===== src/rtl/itseq_pkg.sv =====
package itseq_pkg;

  // Operation picked for the state register in one cycle.
  typedef enum logic [1:0] {
    OP_HOLD  = 2'd0,
    OP_WRITE = 2'd1,
    OP_LOAD  = 2'd2,
    OP_STEP  = 2'd3
  } itseq_op_e;

endpackage


===== src/rtl/itseq_arbiter.sv =====
module itseq_arbiter
  import itseq_pkg::*;
#(
  parameter int SLOTS = 4
) (
  input  logic             state_wr,
  input  logic             it_load,
  input  logic [SLOTS-1:0] it_mask,
  input  logic             retire,
  input  logic             in_block,
  output itseq_op_e        op
);

  logic load_ok;

  // A load counts only if its mask holds a terminating marker bit.
  assign load_ok = it_load && (it_mask != '0);

  always_comb begin
    if (state_wr)                 op = OP_WRITE;
    else if (load_ok)             op = OP_LOAD;
    else if (retire && in_block)  op = OP_STEP;
    else                          op = OP_HOLD;
  end

endmodule


===== src/rtl/itseq_next.sv =====
module itseq_next
  import itseq_pkg::*;
#(
  parameter int COND_W  = 4,
  parameter int SLOTS   = 4,
  parameter int STATE_W = COND_W + SLOTS
) (
  input  itseq_op_e          op,
  input  logic [STATE_W-1:0] cur,
  input  logic [COND_W-1:0]  ld_cond,
  input  logic [SLOTS-1:0]   ld_mask,
  input  logic [STATE_W-1:0] wdata,
  output logic [STATE_W-1:0] nxt
);

  localparam int SHIFT_W = SLOTS + 1;
  localparam int BASE_W  = COND_W - 1;

  logic [SHIFT_W-1:0] shifted;
  logic [BASE_W-1:0]  base;

  assign base    = cur[STATE_W-1 -: BASE_W];
  assign shifted = {cur[SHIFT_W-2:0], 1'b0};

  always_comb begin
    unique case (op)
      OP_WRITE: begin
        if (wdata[SLOTS-1:0] == '0) nxt = '0;
        else                        nxt = wdata;
      end
      OP_LOAD:  nxt = {ld_cond, ld_mask};
      OP_STEP: begin
        // The block ends once the marker bit leaves the low mask bits.
        if (shifted[SLOTS-1:0] == '0) nxt = '0;
        else                          nxt = {base, shifted};
      end
      default:  nxt = cur;
    endcase
  end

endmodule


===== src/rtl/itseq_decode.sv =====
module itseq_decode #(
  parameter int COND_W  = 4,
  parameter int SLOTS   = 4,
  parameter int STATE_W = COND_W + SLOTS,
  parameter int CNT_W   = $clog2(SLOTS + 1),
  parameter logic [COND_W-1:0] ALWAYS_CODE = 4'b1110
) (
  input  logic [STATE_W-1:0] st,
  output logic [COND_W-1:0]  cond,
  output logic               active,
  output logic [CNT_W-1:0]   left
);

  logic [SLOTS-1:0] mark;
  logic [CNT_W-1:0] cand [SLOTS+1];

  assign mark   = st[SLOTS-1:0];
  assign active = (mark != '0);
  assign cond   = active ? st[STATE_W-1 -: COND_W] : ALWAYS_CODE;

  // Priority chain from the top bit down; the lowest set bit wins.
  assign cand[SLOTS] = '0;
  for (genvar g = SLOTS - 1; g >= 0; g--) begin : g_len
    assign cand[g] = mark[g] ? CNT_W'(SLOTS - g) : cand[g+1];
  end

  assign left = cand[0];

endmodule


===== src/rtl/itseq_pack.sv =====
module itseq_pack #(
  parameter int STATE_W = 8,
  parameter int PSR_W   = 32,
  parameter int LO_BITS = 2,
  parameter int LO_POS  = 25,
  parameter int HI_POS  = 10
) (
  input  logic [STATE_W-1:0] st,
  output logic [PSR_W-1:0]   word
);

  always_comb begin
    word = '0;
    for (int i = 0; i < STATE_W; i++) begin
      if (i < LO_BITS) word[LO_POS + i] = st[i];
      else             word[HI_POS + i - LO_BITS] = st[i];
    end
  end

endmodule


===== src/rtl/itseq_top.sv =====
module itseq_top
  import itseq_pkg::*;
#(
  parameter int COND_W  = 4,
  parameter int SLOTS   = 4,
  parameter int PSR_W   = 32,
  parameter int LO_BITS = 2,
  parameter int LO_POS  = 25,
  parameter int HI_POS  = 10,
  parameter logic [COND_W-1:0] ALWAYS_CODE = 4'b1110
) (
  input  logic                              clk,
  input  logic                              rst,
  input  logic                              it_load,
  input  logic [COND_W-1:0]                 it_firstcond,
  input  logic [SLOTS-1:0]                  it_mask,
  input  logic                              retire,
  input  logic                              state_wr,
  input  logic [COND_W+SLOTS-1:0]           state_wdata,
  output logic [COND_W-1:0]                 cond_eff,
  output logic                              in_block,
  output logic [$clog2(SLOTS+1)-1:0]        slots_left,
  output logic [COND_W+SLOTS-1:0]           it_state,
  output logic [PSR_W-1:0]                  psr_it
);

  localparam int STATE_W = COND_W + SLOTS;
  localparam int CNT_W   = $clog2(SLOTS + 1);

  itseq_op_e          op;
  logic [STATE_W-1:0] state_q, state_d;
  logic [COND_W-1:0]  cond_d, cond_q;
  logic               act_d, act_q;
  logic [CNT_W-1:0]   left_d, left_q;

  itseq_arbiter #(.SLOTS(SLOTS)) u_arb (
    .state_wr (state_wr),
    .it_load  (it_load),
    .it_mask  (it_mask),
    .retire   (retire),
    .in_block (act_q),
    .op       (op)
  );

  itseq_next #(.COND_W(COND_W), .SLOTS(SLOTS), .STATE_W(STATE_W)) u_next (
    .op      (op),
    .cur     (state_q),
    .ld_cond (it_firstcond),
    .ld_mask (it_mask),
    .wdata   (state_wdata),
    .nxt     (state_d)
  );

  itseq_decode #(
    .COND_W(COND_W), .SLOTS(SLOTS), .STATE_W(STATE_W), .CNT_W(CNT_W),
    .ALWAYS_CODE(ALWAYS_CODE)
  ) u_dec (
    .st     (state_d),
    .cond   (cond_d),
    .active (act_d),
    .left   (left_d)
  );

  itseq_pack #(
    .STATE_W(STATE_W), .PSR_W(PSR_W), .LO_BITS(LO_BITS),
    .LO_POS(LO_POS), .HI_POS(HI_POS)
  ) u_pack (
    .st   (state_q),
    .word (psr_it)
  );

  always_ff @(posedge clk) begin
    if (rst) begin
      state_q <= '0;
      cond_q  <= ALWAYS_CODE;
      act_q   <= 1'b0;
      left_q  <= '0;
    end else begin
      state_q <= state_d;
      cond_q  <= cond_d;
      act_q   <= act_d;
      left_q  <= left_d;
    end
  end

  assign it_state   = state_q;
  assign cond_eff   = cond_q;
  assign in_block   = act_q;
  assign slots_left = left_q;

  // Checks guarding the state register
  logic chk_armed;
  always_ff @(posedge clk) begin
    if (rst) chk_armed <= 1'b0;
    else     chk_armed <= 1'b1;
  end


  idle_always_chk: assert property (@(posedge clk) disable iff (rst)
    !in_block |-> cond_eff == ALWAYS_CODE);


  count_nonzero_chk: assert property (@(posedge clk) disable iff (rst)
    in_block == (slots_left != '0));


  step_count_chk: assert property (@(posedge clk) disable iff (rst)
    chk_armed && retire && !it_load && !state_wr && in_block && slots_left > 1
    |=> slots_left == $past(slots_left) - 1'b1);


  step_base_chk: assert property (@(posedge clk) disable iff (rst)
    chk_armed && retire && !it_load && !state_wr && in_block && slots_left > 1
    |=> it_state[STATE_W-1 -: COND_W-1] == $past(it_state[STATE_W-1 -: COND_W-1]));


  last_slot_chk: assert property (@(posedge clk) disable iff (rst)
    chk_armed && retire && !it_load && !state_wr && slots_left == 1
    |=> !in_block && it_state == '0);


  idle_retire_chk: assert property (@(posedge clk) disable iff (rst)
    chk_armed && !it_load && !state_wr && !in_block
    |=> $stable(it_state));


  empty_load_chk: assert property (@(posedge clk) disable iff (rst)
    chk_armed && it_load && it_mask == '0 && !state_wr && !retire
    |=> $stable(it_state));

endmodule


===== config.mk =====
export PLATFORM = sky130hd
export DESIGN_NAME = itseq_top
export DESIGN_NICKNAME = d
export VERILOG_FILES = /design/src/rtl/itseq_pkg.sv /design/src/rtl/itseq_arbiter.sv /design/src/rtl/itseq_next.sv /design/src/rtl/itseq_decode.sv /design/src/rtl/itseq_pack.sv /design/src/rtl/itseq_top.sv
export SDC_FILE = /design/constraint.sdc
export NUM_CORES = 1
export LEC_CHECK = 0
export BUFFER_PORTS_ARGS = -buffer_cell sky130_fd_sc_hd__buf_2
export CELL_PAD_IN_SITES_DETAIL_PLACEMENT = 1
export CELL_PAD_IN_SITES_GLOBAL_PLACEMENT = 1
export CORE_ASPECT_RATIO = 1.75
export CORE_MARGIN = 8
export CORE_UTILIZATION = 27
export CTS_CLUSTER_SIZE = 25
export DETAILED_ROUTE_END_ITERATION = 12
export GPL_ROUTABILITY_DRIVEN = 1
export PLACE_DENSITY_LB_ADDON = 0.1
export SLEW_MARGIN = 10
export SYNTH_ARGS = -nofsm -noshare
export SYNTH_HDL_FRONTEND = slang
export SYNTH_SLANG_ARGS = --single-unit

===== constraint.sdc =====
create_clock -name clk -period 2.6 [get_ports clk]
set_input_delay 0.39 -clock clk [delete_from_list [all_inputs] [get_ports clk]]
set_output_delay 0.39 -clock clk [all_outputs]
set_load 0.02 [all_outputs]

---- Word-level counts from Yosys, hierarchy flattened ----
Index checks and enable logic that the tools add are counted.
word-level totals
  register bits after elaboration ......... 16
  bits of input ports ..................... 21
  output and inout port bits .............. 48
  word-level logic and storage cells ...... 27
cells by class
  equality and inequality tests ........... 3
  mux-type cells .......................... 10
  bitwise operators ....................... 1
  reductions and logical operators ........ 8
operator list
  operator                                                                number
  8-bit case mux with 3 select lines                                      1
  8-bit 2-to-1 mux                                                        2
  3-bit 2-to-1 mux                                                        3
  4-bit logical NOT                                                       2
  4-bit nonzero test                                                      2
  2-bit 2-to-1 mux                                                        3
  2-bit equality test (second input constant)                             2
  2-bit OR reduction                                                      2
  2-bit by 1-bit equality test with 1-bit output (second input constant)  1
  1-bit logical AND                                                       2
  1-bit 2-to-1 mux                                                        1
  1-bit NOT                                                               1

---- Logic depth before layout (Yosys ltp) ----
  depth in word-level cells ............... 10
  depth in mapped cells ................... 6
  depth with buffers taken out ............ 5

---- Hierarchy ----
From an unflattened synthesis, not the netlist that was laid out.
unflattened totals
  cells, all modules ...................... 109
  area total of the unflattened synthesis .. 1039.7 µm²
modules (own cells, without submodules)
  module         times used  cells an instance  area an instance (µm²)  seq. area each (µm²)
  itseq_top      1           33                 437.9                   320.3
  itseq_pack     1           33                 244.0                   0.0
  itseq_next     1           25                 234.0                   0.0
  itseq_decode   1           12                 80.1                    0.0
  itseq_arbiter  1           6                  43.8                    0.0

---- Least setup slack after synthesis ----
Ideal clock, no wire load.
  kind .................................... input-to-reg
  start ................................... input it_mask[2]
  end ..................................... register cond_q[1] (netlist: cond_eff[1])
  setup time .............................. 0.058 ns
  arrival time ............................ 1.934 ns
  required time ........................... 2.542 ns
  setup slack ............................. 0.608 ns
  cell stages on the path ................. 5
  path buffers ............................ 0
  path through ............................ o41a_1 -> a211o_4 -> o32a_2 -> nor4_4 -> or3b_1
on the way
  cells in the longest elaborated chain, start to end .. 9
  elaborated cells between the ends (all ways) .. 11
  classes of those cells .................. eq/ne: 3; mux: 3; bitwise: 1; reduce/logical: 4
ends and longest elaborated chain
  what                                                                                          RTL line             text
  from (decl)                                                                                   itseq_top.sv:16      input logic [SLOTS-1:0] it_mask,
  4-bit nonzero test                                                                            itseq_arbiter.sv:17  assign load_ok = it_load && (it_mask != '0);
  1-bit logical AND                                                                             itseq_arbiter.sv:17
  2-bit 2-to-1 mux                                                                              itseq_arbiter.sv:21  else if (load_ok) op = OP_LOAD;
  2-bit 2-to-1 mux                                                                              itseq_arbiter.sv:20  if (state_wr) op = OP_WRITE;
  2-bit equality test / 2-bit by 1-bit equality test with 1-bit output (equally long branches)  itseq_next.sv:26     unique case (op)
  8-bit case mux with 3 select lines (*)                                                        itseq_next.sv:26
  4-bit nonzero test                                                                            itseq_decode.sv:18   assign active = (mark != '0);
  1-bit NOT (no source line)                                                                    -
  2-bit OR reduction (no source line)                                                           -
  to (signal assigned)                                                                          itseq_top.sv:80      cond_q <= cond_d;
  to (decl)                                                                                     itseq_top.sv:32      logic [COND_W-1:0] cond_d, cond_q;
Mark *: on every way between the ends. The rest lies on a longest branch, timed or not.
A chain may end at the register's enable or synchronous reset.

---- Worst setup path in the final report ----
  start ................................... input it_mask[2]
  end ..................................... register cond_q[2] (netlist: cond_eff[2])
Same word-level chain as after synthesis.

==> results_dict.tcl <==
set metrics [dict create \
    antenna_found_initial 0 \
    ios 69 \
    reg2regPathDepth 4 \
    critPathCaptureType "flip-flop" \
    initial_utilization_pct 28.3 \
    drtPass1Iterations 5 \
    cts.sinks 15 \
    grt_pass1_wl_microns 4600 \
    place_hpwl_microns 2510 \
    crit_end "cond_eff[2]" \
    synthFlopType "dfxtp_1" \
    avgSynthCellArea_sq_um 9.07 \
    ys_ff_latch 15 \
    path_clk_slew_ps 60 \
    cts-resized-gates 0 \
    cp_cell_sequence "buf_2, o41a_1, a211o_4, o22a_4, nor4_4, or3b_1" \
    areaGrowthSynthToFinish_pct 16.2 \
    cts_setup_buffers 0 \
    rows 28 \
    diodes 0 \
    core_region_area_sq_um 3360 \
    final.setup.tns_ps 0 \
    crit_fanout 7 \
    cts_tree "built" \
    drtIter0Drc 34 \
    rr_startpoint "it_state[1]" \
    synth_cell_types 25 \
    peakVddDrop_mv 0.295 \
    wl_per_cell_microns 15.5 \
    crit_family "compound AO/OA/AOI/OAI gates" \
    min_period_ps 1970 \
    die_x_microns 60.9 \
    layout-drive-gt1-share_pct 37.6 \
    power_density_nw_per_um2 585 \
    rsz0062_at_grt "false" \
    hold_class "in -> reg" \
    htreeDepth 1 \
    clockBufferDepth 2 \
    final_net_count 163 \
    die_area_sq_um 5760 \
    postRouteAntennaNets 0 \
    p_leak_nw 0.538 \
    arrival_ps 2170 \
    grt.total_usage_pct 10.4 \
    via_count 825 \
    critPathLaunchType "input pin" \
    place.gp.congestion 0.834 \
    synth_warnings 0 \
    final_common_cell "buf_2" \
    ys_seq_area_share_pct 31.5 \
    rr_endpoint "cond_eff[1]" \
    netlist_area_sq_um 952 \
    hold_viol 0 \
    clkLatencyLatePin_ps 240 \
    period_share_pct 76.0 \
    setup-violations-final 0 \
    final_cell_mix "44 x buf_2, 24 x conb_1, 15 x dfxtp_1" \
    synthArstFlopShare_pct 0 \
    grt_overflow 0 \
    grt_max_degree 17 \
    drt-total-wl_microns 2890 \
    synth_edf_count 0 \
    fmax_mhz 506 \
    synth_cells 105 \
    skew_ps 2.50 \
    ctsHoldBuffers 0 \
    crit_path_max_incr_delay_ps 520 \
    crit_cells 6 \
    root_buffer "clkbuf_8" \
    critPathLaunch "it_mask[2]" \
    maxCapViolations 0 \
    slew_viol_final 0 \
    cts_buffers 3 \
    pre_cts_ws_ps 360 \
    r2r_slack_ps 840 \
    grt_pass1_vias 942 \
    die_y_microns 94.6 \
    vias_per_cell 4.44 \
    worst-setup-path-type "in -> reg" \
    fin_ws_ps 625 \
    drc 0 \
    io_buffers 44 \
    outcome "finished clean" \
    slowest_stage "o41a_1" \
    critPathBufInv 1 \
    required_ps 2790 \
]
[per-stage QoR]
| step | instances | hold slack, ps | power (mW) | utilization (%) | cell area, sq um |
|---|---|---|---|---|---|
| final | 186 | 422 | 0.647 | 32.9 | 1110 |
| after global routing | 186 | 437 | 0.686 | 32.9 | 1110 |
| after global placement | 182 | 563 | 0.469 | 31.5 | 1060 |
| after CTS | 186 | 416 | 0.657 | 32.9 | 1110 |
| after floorplan | 128 | 470 | 0.444 | - | 1040 |
| after detailed placement | 182 | 561 | 0.472 | 31.5 | 1060 |
[tightest hold or removal path, stage by stage]
cell and delay (ps):
buf_2 80, a222oi_1 70, nor2_1 90
[report_power, final]
part	leakage (nW)	switching [mW]	internal (mW)
logic	0.388	0.135	0.0649
clock network	0.0255	0.0752	0.106
registers	0.125	0.0156	0.250
[area by class of cell]
| type | instances | area (sq um) |
|---|---|---|
| fill | 437 | 2260 |
| sequential | 15 | 300 |
| inverter | 3 | 11.3 |
| timing repair buffer | 44 | 220 |
| clock inverter | 1 | 5.00 |
| multi-input combinational | 75 | 472 |
| tap | 45 | 56.3 |
| clock buffer | 3 | 41.3 |
[cells in the mapped netlist (3+ instances only)]
cell type / count / area [sq um]
buf_4: 33 / 248
inv_1: 3 / 11.3
nand2_1: 8 / 30.0
nor2b_1: 5 / 31.3
nor2_1: 8 / 30.0
a311oi_1: 5 / 43.8
or3b_1: 3 / 26.3
a222oi_1: 3 / 30.0
nor3_1: 3 / 15.0
dfxtp_1: 15 / 300
[per-layer routing]
metal | routed length [microns] | vias up | track usage (%)
met5 | 0 | - | 0
met4 | 45 | 0 | 5.28
met3 | 193 | 2 | 2.18
met2 | 1680 | 35 | 19.1
met1 | 974 | 399 | 10.3
li1 | - | 389 | -
[state kept, by name, summed over array words and instances (netlist names)]
register / cells
in_block: 1
slots_left: 2
it_state: 8
cond_eff: 4
[cell families after synthesis]
group                  share of synthesized area [%]
DFF                                             31.5
and+or+nand+nor                                 16.8
buffers and inverters                           28.0
other                                          0.394
AOI/OAI and AO/OA                               23.3
[worst min path at each step]
| stage | start | end | slack (ps) | cells past startpoint |
|---|---|---|---|---|
| 2_1_floorplan | rst | it_state[4] | 470 | 1 |
| 3_3_place_gp | it_state[7] | it_state[7] | 560 | 2 |
| 3_5_place_dp | it_state[4] | it_state[4] | 560 | 2 |
| 4_1_cts | it_firstcond[2] | it_state[6] | 420 | 3 |
| 5_1_grt | it_firstcond[2] | it_state[6] | 440 | 3 |
| 6_report | it_firstcond[2] | it_state[6] | 420 | 3 |
Power figures use the tool's default switching activity.
